### src/rtl/ptw_pkg.sv
package ptw_pkg;
  localparam int VA_W      = 32;
  localparam int OFS_W     = 12;
  localparam int IDX_W     = 10;
  localparam int SLOT_LOG  = OFS_W - IDX_W;
  localparam int FRAME_W   = VA_W - OFS_W;
  localparam int CAUSE_W   = 3;

  localparam int FL_P = 0;
  localparam int FL_W = 1;
  localparam int FL_U = 2;
  localparam int FL_A = 5;
  localparam int FL_D = 6;

  typedef logic [VA_W-1:0] word_t;

  typedef enum logic [2:0] {
    S_IDLE, S_DIR_RD, S_DIR_WT, S_TBL_RD, S_TBL_WT, S_WB_DIR, S_WB_TBL, S_RESP
  } walk_st_t;

  function automatic word_t slot_addr(input logic [FRAME_W-1:0] frame,
                                      input logic [IDX_W-1:0] idx);
    return {frame, idx, {SLOT_LOG{1'b0}}};
  endfunction

  function automatic word_t join_paddr(input logic [FRAME_W-1:0] frame,
                                       input logic [OFS_W-1:0] ofs);
    return {frame, ofs};
  endfunction
endpackage

### src/rtl/ptw_entry_check.sv
module ptw_entry_check
  import ptw_pkg::*;
(
  input  logic [FL_U:0] flags,
  input  logic          is_wr,
  input  logic          is_usr,
  output logic          present,
  output logic          prot_ok
);
  always_comb begin
    present = flags[FL_P];
    prot_ok = !(is_wr && !flags[FL_W]) && !(is_usr && !flags[FL_U]);
  end
endmodule

### src/rtl/ptw_flag_update.sv
module ptw_flag_update
  import ptw_pkg::*;
#(
  parameter bit LEAF = 1'b0
) (
  input  word_t ent,
  input  logic  is_wr,
  output logic  need,
  output word_t upd
);
  always_comb begin
    upd = ent;
    upd[FL_A] = 1'b1;
    if (LEAF && is_wr) upd[FL_D] = 1'b1;
    need = (upd != ent);
  end
endmodule

### src/rtl/pt_walker.sv
module pt_walker
  import ptw_pkg::*;
(
  input  logic               clk,
  input  logic               rst_n,
  input  logic               req_valid,
  output logic               req_ready,
  input  logic [VA_W-1:0]    req_vaddr,
  input  logic               req_write,
  input  logic               req_user,
  input  logic [FRAME_W-1:0] root_frame,
  output logic               mem_rd_req,
  output logic [VA_W-1:0]    mem_rd_addr,
  input  logic               mem_rd_valid,
  input  logic [VA_W-1:0]    mem_rd_data,
  output logic               mem_wr_en,
  output logic [VA_W-1:0]    mem_wr_addr,
  output logic [VA_W-1:0]    mem_wr_data,
  output logic               resp_valid,
  output logic               resp_fault,
  output logic [CAUSE_W-1:0] resp_cause,
  output logic [VA_W-1:0]    resp_paddr
);
  localparam int LEVELS = 2;

  walk_st_t st;
  word_t    v_addr, dir_slot, tbl_slot;
  logic     v_wr, v_usr, fault, wb_seen;
  logic [CAUSE_W-1:0] cause;
  word_t    lvl_ent  [LEVELS];
  word_t    lvl_upd  [LEVELS];
  logic     lvl_need [LEVELS];

  // named events for the checks
  logic ent_present, ent_prot_ok, waiting, ent_arrive, ent_absent, ent_denied;

  ptw_entry_check u_check (
    .flags   (mem_rd_data[FL_U:0]),
    .is_wr   (v_wr),
    .is_usr  (v_usr),
    .present (ent_present),
    .prot_ok (ent_prot_ok)
  );

  for (genvar g = 0; g < LEVELS; g++) begin : g_lvl
    ptw_flag_update #(.LEAF(g == LEVELS-1)) u_upd (
      .ent   (lvl_ent[g]),
      .is_wr (v_wr),
      .need  (lvl_need[g]),
      .upd   (lvl_upd[g])
    );
  end

  always_comb begin
    waiting    = (st == S_DIR_WT) || (st == S_TBL_WT);
    ent_arrive = waiting && mem_rd_valid;
    ent_absent = ent_arrive && !ent_present;
    ent_denied = ent_arrive && ent_present && !ent_prot_ok;

    req_ready   = (st == S_IDLE);
    mem_rd_req  = (st == S_DIR_RD) || (st == S_TBL_RD);
    mem_rd_addr = (st == S_TBL_RD) ? tbl_slot : dir_slot;

    mem_wr_en   = ((st == S_WB_DIR) && lvl_need[0]) || ((st == S_WB_TBL) && lvl_need[1]);
    mem_wr_addr = (st == S_WB_TBL) ? tbl_slot : dir_slot;
    mem_wr_data = (st == S_WB_TBL) ? lvl_upd[1] : lvl_upd[0];

    resp_valid  = (st == S_RESP);
    resp_fault  = fault;
    resp_cause  = cause;
    resp_paddr  = fault ? '0 : join_paddr(lvl_ent[1][VA_W-1:OFS_W], v_addr[OFS_W-1:0]);
  end

  always_ff @(posedge clk) begin
    if (!rst_n) begin
      st         <= S_IDLE;
      v_addr     <= '0;
      v_wr       <= 1'b0;
      v_usr      <= 1'b0;
      dir_slot   <= '0;
      tbl_slot   <= '0;
      lvl_ent[0] <= '0;
      lvl_ent[1] <= '0;
      fault      <= 1'b0;
      cause      <= '0;
      wb_seen    <= 1'b0;
    end else begin
      if (mem_wr_en) wb_seen <= 1'b1;
      unique case (st)
        S_IDLE: if (req_valid) begin
          v_addr   <= req_vaddr;
          v_wr     <= req_write;
          v_usr    <= req_user;
          dir_slot <= slot_addr(root_frame, req_vaddr[VA_W-1 -: IDX_W]);
          fault    <= 1'b0;
          cause    <= '0;
          wb_seen  <= 1'b0;
          st       <= S_DIR_RD;
        end
        S_DIR_RD: st <= S_DIR_WT;
        S_DIR_WT: if (ent_arrive) begin
          lvl_ent[0] <= mem_rd_data;
          if (ent_absent || ent_denied) begin
            fault <= 1'b1;
            cause <= {v_usr, v_wr, ent_denied};
            st    <= S_RESP;
          end else begin
            tbl_slot <= slot_addr(mem_rd_data[VA_W-1:OFS_W], v_addr[OFS_W +: IDX_W]);
            st       <= S_TBL_RD;
          end
        end
        S_TBL_RD: st <= S_TBL_WT;
        S_TBL_WT: if (ent_arrive) begin
          lvl_ent[1] <= mem_rd_data;
          if (ent_absent || ent_denied) begin
            fault <= 1'b1;
            cause <= {v_usr, v_wr, ent_denied};
            st    <= S_RESP;
          end else begin
            st <= S_WB_DIR;
          end
        end
        S_WB_DIR: st <= S_WB_TBL;
        S_WB_TBL: st <= S_RESP;
        S_RESP:   st <= S_IDLE;
        default:  st <= S_IDLE;
      endcase
    end
  end

  AST_RESP_PULSE: assert property (@(posedge clk) disable iff (!rst_n)
    resp_valid |=> (!resp_valid && req_ready));
  AST_DIR_ABSENT_STOPS: assert property (@(posedge clk) disable iff (!rst_n)
    (ent_absent && st == S_DIR_WT) |=> (resp_valid && resp_fault && !resp_cause[0] && !mem_rd_req));
  AST_OFFSET_KEPT: assert property (@(posedge clk) disable iff (!rst_n)
    (resp_valid && !resp_fault) |-> (resp_paddr[OFS_W-1:0] == v_addr[OFS_W-1:0]));
  AST_CAUSE_FIELDS: assert property (@(posedge clk) disable iff (!rst_n)
    (resp_valid && resp_fault) |-> (resp_cause[2] == v_usr && resp_cause[1] == v_wr));
  AST_NO_WB_ON_FAULT: assert property (@(posedge clk) disable iff (!rst_n)
    (resp_valid && resp_fault) |-> !wb_seen);
  AST_DIRTY_ON_WRITE: assert property (@(posedge clk) disable iff (!rst_n)
    (mem_wr_en && st == S_WB_TBL && v_wr) |-> (mem_wr_data[FL_D] && mem_wr_data[FL_A]));
endmodule

### config.mk
export PLATFORM = sky130hd
export DESIGN_NAME = pt_walker
export DESIGN_NICKNAME = d
export VERILOG_FILES = /design/src/rtl/ptw_pkg.sv /design/src/rtl/ptw_entry_check.sv /design/src/rtl/ptw_flag_update.sv /design/src/rtl/pt_walker.sv
export SDC_FILE = /design/constraint.sdc
export NUM_CORES = 1
export LEC_CHECK = 0
export ABC_AREA = 1
export BUFFER_PORTS_ARGS = -buffer_cell sky130_fd_sc_hd__buf_4
export CAP_MARGIN = 20
export CORE_MARGIN = 2
export CORE_UTILIZATION = 35
export CTS_CLUSTER_DIAMETER = 40
export DETAILED_ROUTE_END_ITERATION = 10
export PLACE_DENSITY = 0.6
export SKIP_LAST_GASP = 1
export SYNTH_ARGS = -nofsm -noshare
export SYNTH_HDL_FRONTEND = slang
export SYNTH_HIERARCHICAL = 1
export SYNTH_SLANG_ARGS = --single-unit
export TNS_END_PERCENT = 100
### constraint.sdc
create_clock -name clk -period 3.75 [get_ports clk]
set_input_delay 0.375 -clock clk [delete_from_list [all_inputs] [get_ports clk]]
set_output_delay 0.375 -clock clk [all_outputs]
set_load 0.1 [all_outputs]
==> results_dict.tcl, run 1 <==
set metrics [dict create \
    status "finished, final reports clean" \
    synthCells 887 \
    cts-root-buf "clkbuf_16" \
    die_w_um 150 \
    grtUsageTotal 0.177 \
    peakVddDrop_mv 0.295 \
    synth_mux_area_frac 0.0480 \
    endpoint_kind "output port" \
    rsz0062_at_grt "no" \
    place.gp.congestion 0.804 \
    synth_top_family_by_area "buffers and inverters" \
    grt_start_max_net_pins 76 \
    cp_max_fo 48 \
    path_clk_slew_ns 0.07 \
    clk_latency_ns 0.42 \
    mostFrequentLayoutCells "buf_4, nand2_1, inv_1" \
    p_leak_uw 0.00416 \
    ioPinCount 226 \
    post_cts.repair.setup_buffers 0 \
    dr.pass1.iters 5 \
    routed_wl_mm 20.3 \
    drtIter0Drc 306 \
    num_vias 6049 \
    h-tree-depth 4 \
    tns_ns 0 \
    grt_pass1_wl_mm 30.5 \
    slew_headroom 0.417 \
    p_clk_frac 0.352 \
    synth_fa_ha_area_frac 0 \
    ys_seq_elements 155 \
    synth_compound_area_frac 0.129 \
    fillers 2109 \
    synth_cell_types 29 \
    cts_resized 0 \
    nets 1100 \
    combPwrFrac 0.266 \
    crit_type "reg -> out" \
    syn_area_um2 7500 \
    synth-xor-area-share 0 \
    drv_cap 0 \
    clock_skew_ns 0.00904 \
    seqPwrFrac 0.382 \
    drive_gt1_frac 0.293 \
    n_antenna_cell 0 \
    p_sw_uw 1810 \
    hold_ws_ns 0.230 \
    fin_crit_sh 0.701 \
    min_period_ns 2.63 \
    die_h_um 150 \
    cts.path.max_buffers 2 \
    min_path_type "in -> reg" \
    worst_slew_pin_slew_ns 0.875 \
    place_hpwl_mm 13.7 \
    grt_overflow 0 \
    swShare 0.363 \
    final_max_slew_viol_count 0 \
    clock_sinks 155 \
    final_common_cell "buf_4" \
    cp.required_ns 3.38 \
    start_util 0.357 \
    port_buffers 220 \
    ant_nets 0 \
    grt_pass1_vias 5594 \
    clock.fmax_mhz 381 \
    area_delta_synth_final_pct 24.9 \
    die_area_um2 22600 \
    core-area_um2 21000 \
    post-route-drc-count 0 \
    cts_inserted_buffers 17 \
    finalSetupViolCount 0 \
    yosysSeqAreaShare 0.499 \
    hold_violations 0 \
    p_per_area_nw_per_um2 532 \
    p_int_uw 3180 \
    crit_path_start_kind "register" \
    synth-simple-area-share 0.152 \
    syn-mean-instance-area_um2 8.46 \
    fp-row-count 53 \
    vias_per_cell 4.66 \
    crit_arrival_ns 2.25 \
    post_drt_wl_per_cell_um 15.6 \
    hold_buffers 0 \
    ys_warn_count 6 \
    cts_tree "yes" \
    antenna_found_initial 1 \
]
==> sequential cells by signal (all words and copies together), names as in the netlist <==
name,cells
dir_slot,30
lvl_ent,64
resp_cause,3
resp_fault,1
st,3
tbl_slot,30
v_addr,22
v_usr,1
v_wr,1
==> final cells by class <==
class / instances / area (um2) / area share
Clock buffer: 22 / 509 / 0.0543
Clock inverter: 10 / 96.3 / 0.0103
Inverter: 112 / 423 / 0.0451
Multi-Input combinational cell: 499 / 2510 / 0.268
Sequential cell: 155 / 3740 / 0.400
Tap cell: 275 / 344 / 0.0367
Timing Repair Buffer: 225 / 1740 / 0.186
==> power groups by stage <==
stage | clock network [uW] | logic [uW] | registers (uW)
2_1_floorplan | 0 | 1070 | 1930
3_5_place_dp | 0 | 1330 | 1940
5_1_grt | 1870 | 1400 | 1910
3_3_place_gp | 0 | 1320 | 1940
6_report | 1760 | 1330 | 1900
4_1_cts | 1800 | 1330 | 1900
==> Yosys cell counts <==
cell	number	area (um2)
a21oi_1	86	430
buf_2	12	60.1
buf_4	75	563
buf_6	11	124
clkbuf_1	24	90.1
clkbuf_8	2	27.5
conb_1	3	11.3
dfxtp_1	91	1820
edfxtp_1	64	1920
inv_1	108	405
inv_2	3	11.3
inv_4	1	6.26
mux2_1	6	67.6
mux2_2	26	293
nand2_1	129	484
nand2_2	5	31.3
nand2_4	1	11.3
nand3_1	51	255
nand3_2	1	10.0
nand3_4	1	17.5
nand3b_1	1	7.51
nand4_1	3	18.8
nor2_1	74	278
nor2_2	1	6.26
nor2_4	1	11.3
o21ai_0	93	465
o21ai_1	12	60.1
o21ai_2	1	8.76
or2_1	1	6.26
==> cells by family (layout without fill, tap and decap cells) <==
kind of cell / count (synthesis) / after routing
compound gates: 192 / 192
other cells: 3 / 6
buf+inv: 236 / 369
flops: 155 / 155
simple gates: 269 / 269
mux: 32 / 32
==> worst max-delay path, stage by stage (launching register included) <==
cell,delay [ns]
dfxtp_1,0.53
nand2_1,0.16
inv_1,0.11
nand2_2,0.22
buf_12,0.27
o21ai_0,0.19
buf_4,0.32
==> metal layers <==
layer | global-route usage | wire (um) | share of wire
met5 | 0 | 0 | 0
met4 | 0.0637 | 401 | 0.020
met3 | 0.0436 | 1290 | 0.064
met2 | 0.286 | 9500 | 0.47
met1 | 0.231 | 9080 | 0.45
==> through the flow <==
step / utilization / power [uW] / setup slack (ns) / area [um2] / instances
after floorplan: - / 3010 / 0.343 / 7520 / 890
after global placement: 0.414 / 3260 / 1.26 / 8710 / 1263
after detailed placement: 0.414 / 3270 / 1.15 / 8710 / 1263
after CTS: 0.443 / 5030 / 0.701 / 9310 / 1295
after global routing: 0.446 / 5190 / 0.934 / 9370 / 1298
final: 0.446 / 4990 / 1.12 / 9370 / 1298
==> final timing paths <==
check,slack (ns),to,cells after the start,start
hold reg to reg,0.45,v_addr[2],2,v_addr[2]
setup reg to reg,1.61,tbl_slot[12],5,st[1]
hold / removal,0.23,v_addr[13],3,req_vaddr[13]
setup / recovery,1.12,mem_rd_addr[15],6,st[1]
No activity file was read; power rests on OpenSTA's default activity.
==> run 2, diff against run 1 <==
- clock period: 3.75 -> 2.7 ns (I/O delays scaled with it)
==> results_dict.tcl, run 2 (same netlist as run 1, synthesis figures left out) <==
set metrics [dict create \
    mostFrequentLayoutCells "buf_4, nand2_1, inv_1" \
    crit_path_start_kind "register" \
    cts.path.max_buffers 2 \
    dr.pass1.iters 5 \
    min_path_type "in -> reg" \
    min_period_ns 2.54 \
    p_per_area_nw_per_um2 711 \
    fillers 2077 \
    grtUsageTotal 0.176 \
    combPwrFrac 0.281 \
    place.gp.congestion 0.753 \
    h-tree-depth 4 \
    hold_violations 0 \
    hold_buffers 0 \
    worst_slew_pin_slew_ns 0.721 \
    fin_area_um2 9340 \
    largest_register "lvl_ent" \
    post-route-drc-count 0 \
    port_buffers 220 \
    antenna_found_initial 3 \
    hold_ws_ns 0.127 \
    drive_gt1_frac 0.291 \
    vias_per_cell 4.61 \
    dp_cells 1272 \
    cts_inserted_buffers 17 \
    clk_latency_ns 0.42 \
    fin_crit_sh 0.941 \
    nets 1106 \
    grt_start_max_net_pins 72 \
    ioPinCount 226 \
    die_w_um 150 \
    p_int_uw 4230 \
    hp-start "req_vaddr[25]" \
    clock_sinks 155 \
    grt_overflow 0 \
    final_max_slew_viol_count 0 \
    cp_max_fo 71 \
    largest_reg_flops 64 \
    crit_arrival_ns 2.27 \
    grt_pass1_vias 5717 \
    cts_tree "yes" \
    fp-row-count 53 \
    routed_wl_mm 19.8 \
    cts-root-buf "clkbuf_16" \
    r2r_start "st[2]" \
    seqPwrFrac 0.396 \
    grt_pass1_wl_mm 30.4 \
    area_delta_synth_final_pct 24.5 \
    die_area_um2 22600 \
    post_cts.repair.setup_buffers 0 \
    crit_type "reg -> out" \
    final_core_util 0.444 \
    p_leak_uw 0.00413 \
    place_hpwl_mm 13.9 \
    post_drt_wl_per_cell_um 15.2 \
    fin_cells 1307 \
    drtIter0Drc 307 \
    path_clk_slew_ns 0.06 \
    num_vias 6021 \
    p_sw_uw 2420 \
    endpoint_kind "output port" \
    start_util 0.357 \
    finalSetupViolCount 0 \
    seq_area_um2 3740 \
    peakVddDrop_mv 0.387 \
    final_common_cell "buf_4" \
    drv_cap 0 \
    slew_headroom 0.519 \
    clock_skew_ns 0.00905 \
    cp.required_ns 2.43 \
    top_regs "lvl_ent: 64 flops, dir_slot: 30 flops, tbl_slot: 30 flops" \
    status "finished, final reports clean" \
    multi_input_area_um2 2510 \
    rsz0062_at_grt "no" \
    die_h_um 150 \
    swShare 0.364 \
    ant_nets 0 \
    p_clk_frac 0.323 \
    core-area_um2 21000 \
    crit_start "st[2]" \
    clock.fmax_mhz 394 \
    postPlaceCellArea_um2 8810 \
]
==> run 2: cell count changes in the layout (fill, tap and decap cells not counted), sizes merged <==
cell,change
inv,-7
buf,+6
clkinv,+5
diode,+3
clkbuf,+1
clkinvlp,+1
==> run 2: final timing paths <==
path                            depth (start not counted)              end  slack, ns
worst max-delay path                                    4  mem_wr_addr[27]       0.16
worst min-delay path                                    3      dir_slot[5]       0.13
worst max register to register                          7   lvl_ent[0][26]       0.79
worst min register to register                          2        v_addr[2]       0.45
==> run 2: power by group through the flow <==
stage | Combinational (uW) | Clock (uW) | Sequential (uW)
after floorplan | 1490 | 0 | 2680
after global placement | 1870 | 0 | 2680
after detailed placement | 1870 | 0 | 2680
after CTS | 1880 | 2220 | 2630
after global routing | 1960 | 2320 | 2650
final | 1860 | 2150 | 2630
==> run 2: layout make-up <==
cell class,instances,share of cell area
Multi-Input combinational cell,499,0.269
Antenna cell,3,0.000804
Inverter,112,0.0453
Clock buffer,23,0.0479
Clock inverter,9,0.00817
Sequential cell,155,0.401
Tap cell,275,0.0368
Timing Repair Buffer,231,0.191
==> run 2: worst max-delay path: stages (launching register included) <==
cell	delay, ns
dfxtp_1	0.54
nand3_4	0.32
buf_12	0.33
o21ai_0	0.28
buf_4	0.34
==> run 2: routing by layer <==
layer  part of all wire  routed length [um]  global-route usage  vias up
li1                   -                   -                   -     3062
met1               0.44                8760               0.224     2749
met3              0.078                1540              0.0515       23
met5                  0                   0                   0        -
met2               0.46                9160               0.286      187
met4              0.018                 350              0.0599        0
==> run 2: what timing repair did <==
action,in CTS,in global routing
endpoints found under the hold margin,0,0
resized for setup,0,1
endpoints found under the setup margin,0,10
==> run 2: per-stage QoR <==
| step | setup TNS, ns | worst slack (ns) | total power, uW |
|---|---|---|---|
| after floorplan | -22.72 | -0.557 | 4180 |
| after global placement | 0 | 0.627 | 4540 |
| after detailed placement | 0 | 0.584 | 4550 |
| after CTS | 0 | 0.137 | 6730 |
| after global routing | 0 | 0.0421 | 6920 |
| final | 0 | 0.160 | 6640 |
==> run 3, diff against run 2 <==
- CORE_ASPECT_RATIO: not set -> 0.6
- PLACE_DENSITY: 0.6 -> 0.61
- SYNTH_HIERARCHICAL: 1 -> not set
==> results_dict.tcl, run 3 <==
set metrics [dict create \
    status "finished, final reports clean" \
    antenna_found_initial 0 \
    clock_sinks 155 \
    rrSetupSlack_ns 0.93 \
    ys.flop_type "dfxtp_1" \
    final_common_cell "buf_4" \
    area_delta_synth_final_pct 37.6 \
    grtUsageTotal 0.190 \
    top_regs "lvl_ent: 64 flops, dir_slot: 30 flops, tbl_slot: 30 flops" \
    crit_type "reg -> out" \
    cts_tree "yes" \
    cts-root-buf "clkbuf_16" \
    min_path_cells 3 \
    grt_start_max_net_pins 93 \
    whs_endpoint "tbl_slot[21]" \
    largest_register "lvl_ent" \
    r2r_start "st[1]" \
    cts.path.max_buffers 2 \
    clock_skew_ns 0.0116 \
    post_drt_wl_per_cell_um 15.1 \
    syn_area_um2 6710 \
    rsz0062_at_grt "no" \
    fin_cells 1284 \
    synth_common_cells "o21ai_0, nand2_1, nor2_1" \
    hold_ws_ns 0.123 \
    synth_cell_types 22 \
    drv_cap 0 \
    cts_inserted_buffers 17 \
    synth_area_leaders "edfxtp_1, dfxtp_1, o21ai_0, a21oi_1, nand2_1" \
    synth_area_leader_cell "edfxtp_1" \
    tns_ns 0 \
    route.met2.wl_mm 8.63 \
    cp.required_ns 2.43 \
    drive_gt1_frac 0.297 \
    start_util 0.355 \
    h-tree-depth 4 \
    mostFrequentLayoutCells "buf_4, nand2_1, nor2_1" \
    crit_arrival_ns 2.22 \
    cts_resized 0 \
    routed_wl_mm 19.4 \
    top_layer "met4" \
    nets 1115 \
    peakVddDrop_mv 0.406 \
    hold_violations 0 \
    p_per_area_nw_per_um2 775 \
    port_buffers 220 \
    num_vias 5970 \
    core-area_um2 18900 \
    yosysSeqAreaShare 0.558 \
    hold_buffers 0 \
    crit_start "st[2]" \
    ys_seq_elements 155 \
    synthCells 826 \
    ioPinCount 226 \
    r2r_end "dir_slot[22]" \
    post-route-drc-count 0 \
    drt-met1-wl_mm 9.27 \
    dp_cells 1252 \
    seq_area_um2 3740 \
    crit_path_start_kind "register" \
    synth_edf_count 64 \
    place.gp.congestion 0.770 \
    ys_warn_count 0 \
    final_max_slew_viol_count 0 \
    min_period_ns 2.49 \
    multi_input_area_um2 2400 \
    p_leak_uw 0.00430 \
    fp-row-count 39 \
    power_uw 7160 \
    die_h_um 111 \
    clk_latency_ns 0.42 \
    synth.top_cell.area_share 0.286 \
    largest_reg_flops 64 \
    fillers 1864 \
    path_clk_slew_ns 0.07 \
    n_antenna_cell 0 \
    place_hpwl_mm 13.6 \
    synth.most_common_cell "o21ai_0" \
    fin_crit_sh 0.921 \
    worst-r2r-cell-count 8 \
    slew_headroom 0.470 \
    worst_slew_pin_slew_ns 0.795 \
    grt_overflow 0 \
    drtIter0Drc 374 \
    vias_per_cell 4.65 \
    ant_nets 0 \
    finalSetupViolCount 0 \
    syn-mean-instance-area_um2 8.13 \
    grt_pass1_wl_mm 30.2 \
    post_cts.repair.setup_buffers 0 \
    grt_pass1_vias 5596 \
    min_path_type "in -> reg" \
    met3WireLength_mm 1.40 \
    cp_max_fo 33 \
    synthArstFlopShare 0 \
    hp-start "mem_rd_data[21]" \
    die_w_um 183 \
    dr.pass1.iters 5 \
    clock.fmax_mhz 402 \
    endpoint_kind "output port" \
    die_area_um2 20300 \
]
run 3: worst max path at each step:
stage | cells past startpoint | end
after floorplan | 5 | mem_wr_data[12]
after global placement | 8 | mem_wr_data[12]
final | 6 | mem_rd_addr[6]
after detailed placement | 6 | mem_rd_addr[6]
after CTS | 6 | mem_rd_addr[6]
after global routing | 8 | mem_wr_data[12]
run 3: final cells by class:
cell class                 instances  share of cell area
sequential                       155               0.405
multi-input combinational        501               0.260
timing repair buffer             235               0.192
inverter                         115              0.0467
clock buffer                      17              0.0461
tap                              246              0.0333
clock inverter                    15              0.0161
run 3: critical path: stages (launching register included):
cell	delay, ns
dfxtp_1	0.45
inv_2	0.15
nand2_4	0.38
buf_4	0.32
nor2_1	0.08
a21oi_2	0.11
buf_4	0.30
run 3: kinds of logic after synthesis:
logic type | after synthesis | synth area share
AOI/OAI and AO/OA | 250 | 0.188
buffers and inverters | 173 | 0.108
DFF | 155 | 0.558
other | 2 | 0.00112
and+or+nand+nor | 246 | 0.146
run 3: report_power, final:
| part | internal, uW | switching, uW |
|---|---|---|
| Combinational | 447 | 1730 |
| Sequential | 2580 | 49.6 |
| Clock | 1300 | 1050 |
run 3: per-stage QoR:
step           instance area [um2]  utilization  worst slack [ns]
2_1_floorplan                 6830            -            -0.683
3_3_place_gp                  8660        0.458             0.700
3_5_place_dp                  8660        0.458             0.655
4_1_cts                       9240        0.488             0.194
5_1_grt                       9240        0.488            0.0299
6_report                      9240        0.488             0.213
run 3: layer usage:
| metal | global-route usage | vias to the layer above |
|---|---|---|
| met5 | 0 | - |
| met2 | 0.295 | 188 |
| met1 | 0.265 | 2709 |
| met3 | 0.0565 | 11 |
| li1 | - | 3062 |
| met4 | 0.0336 | 0 |
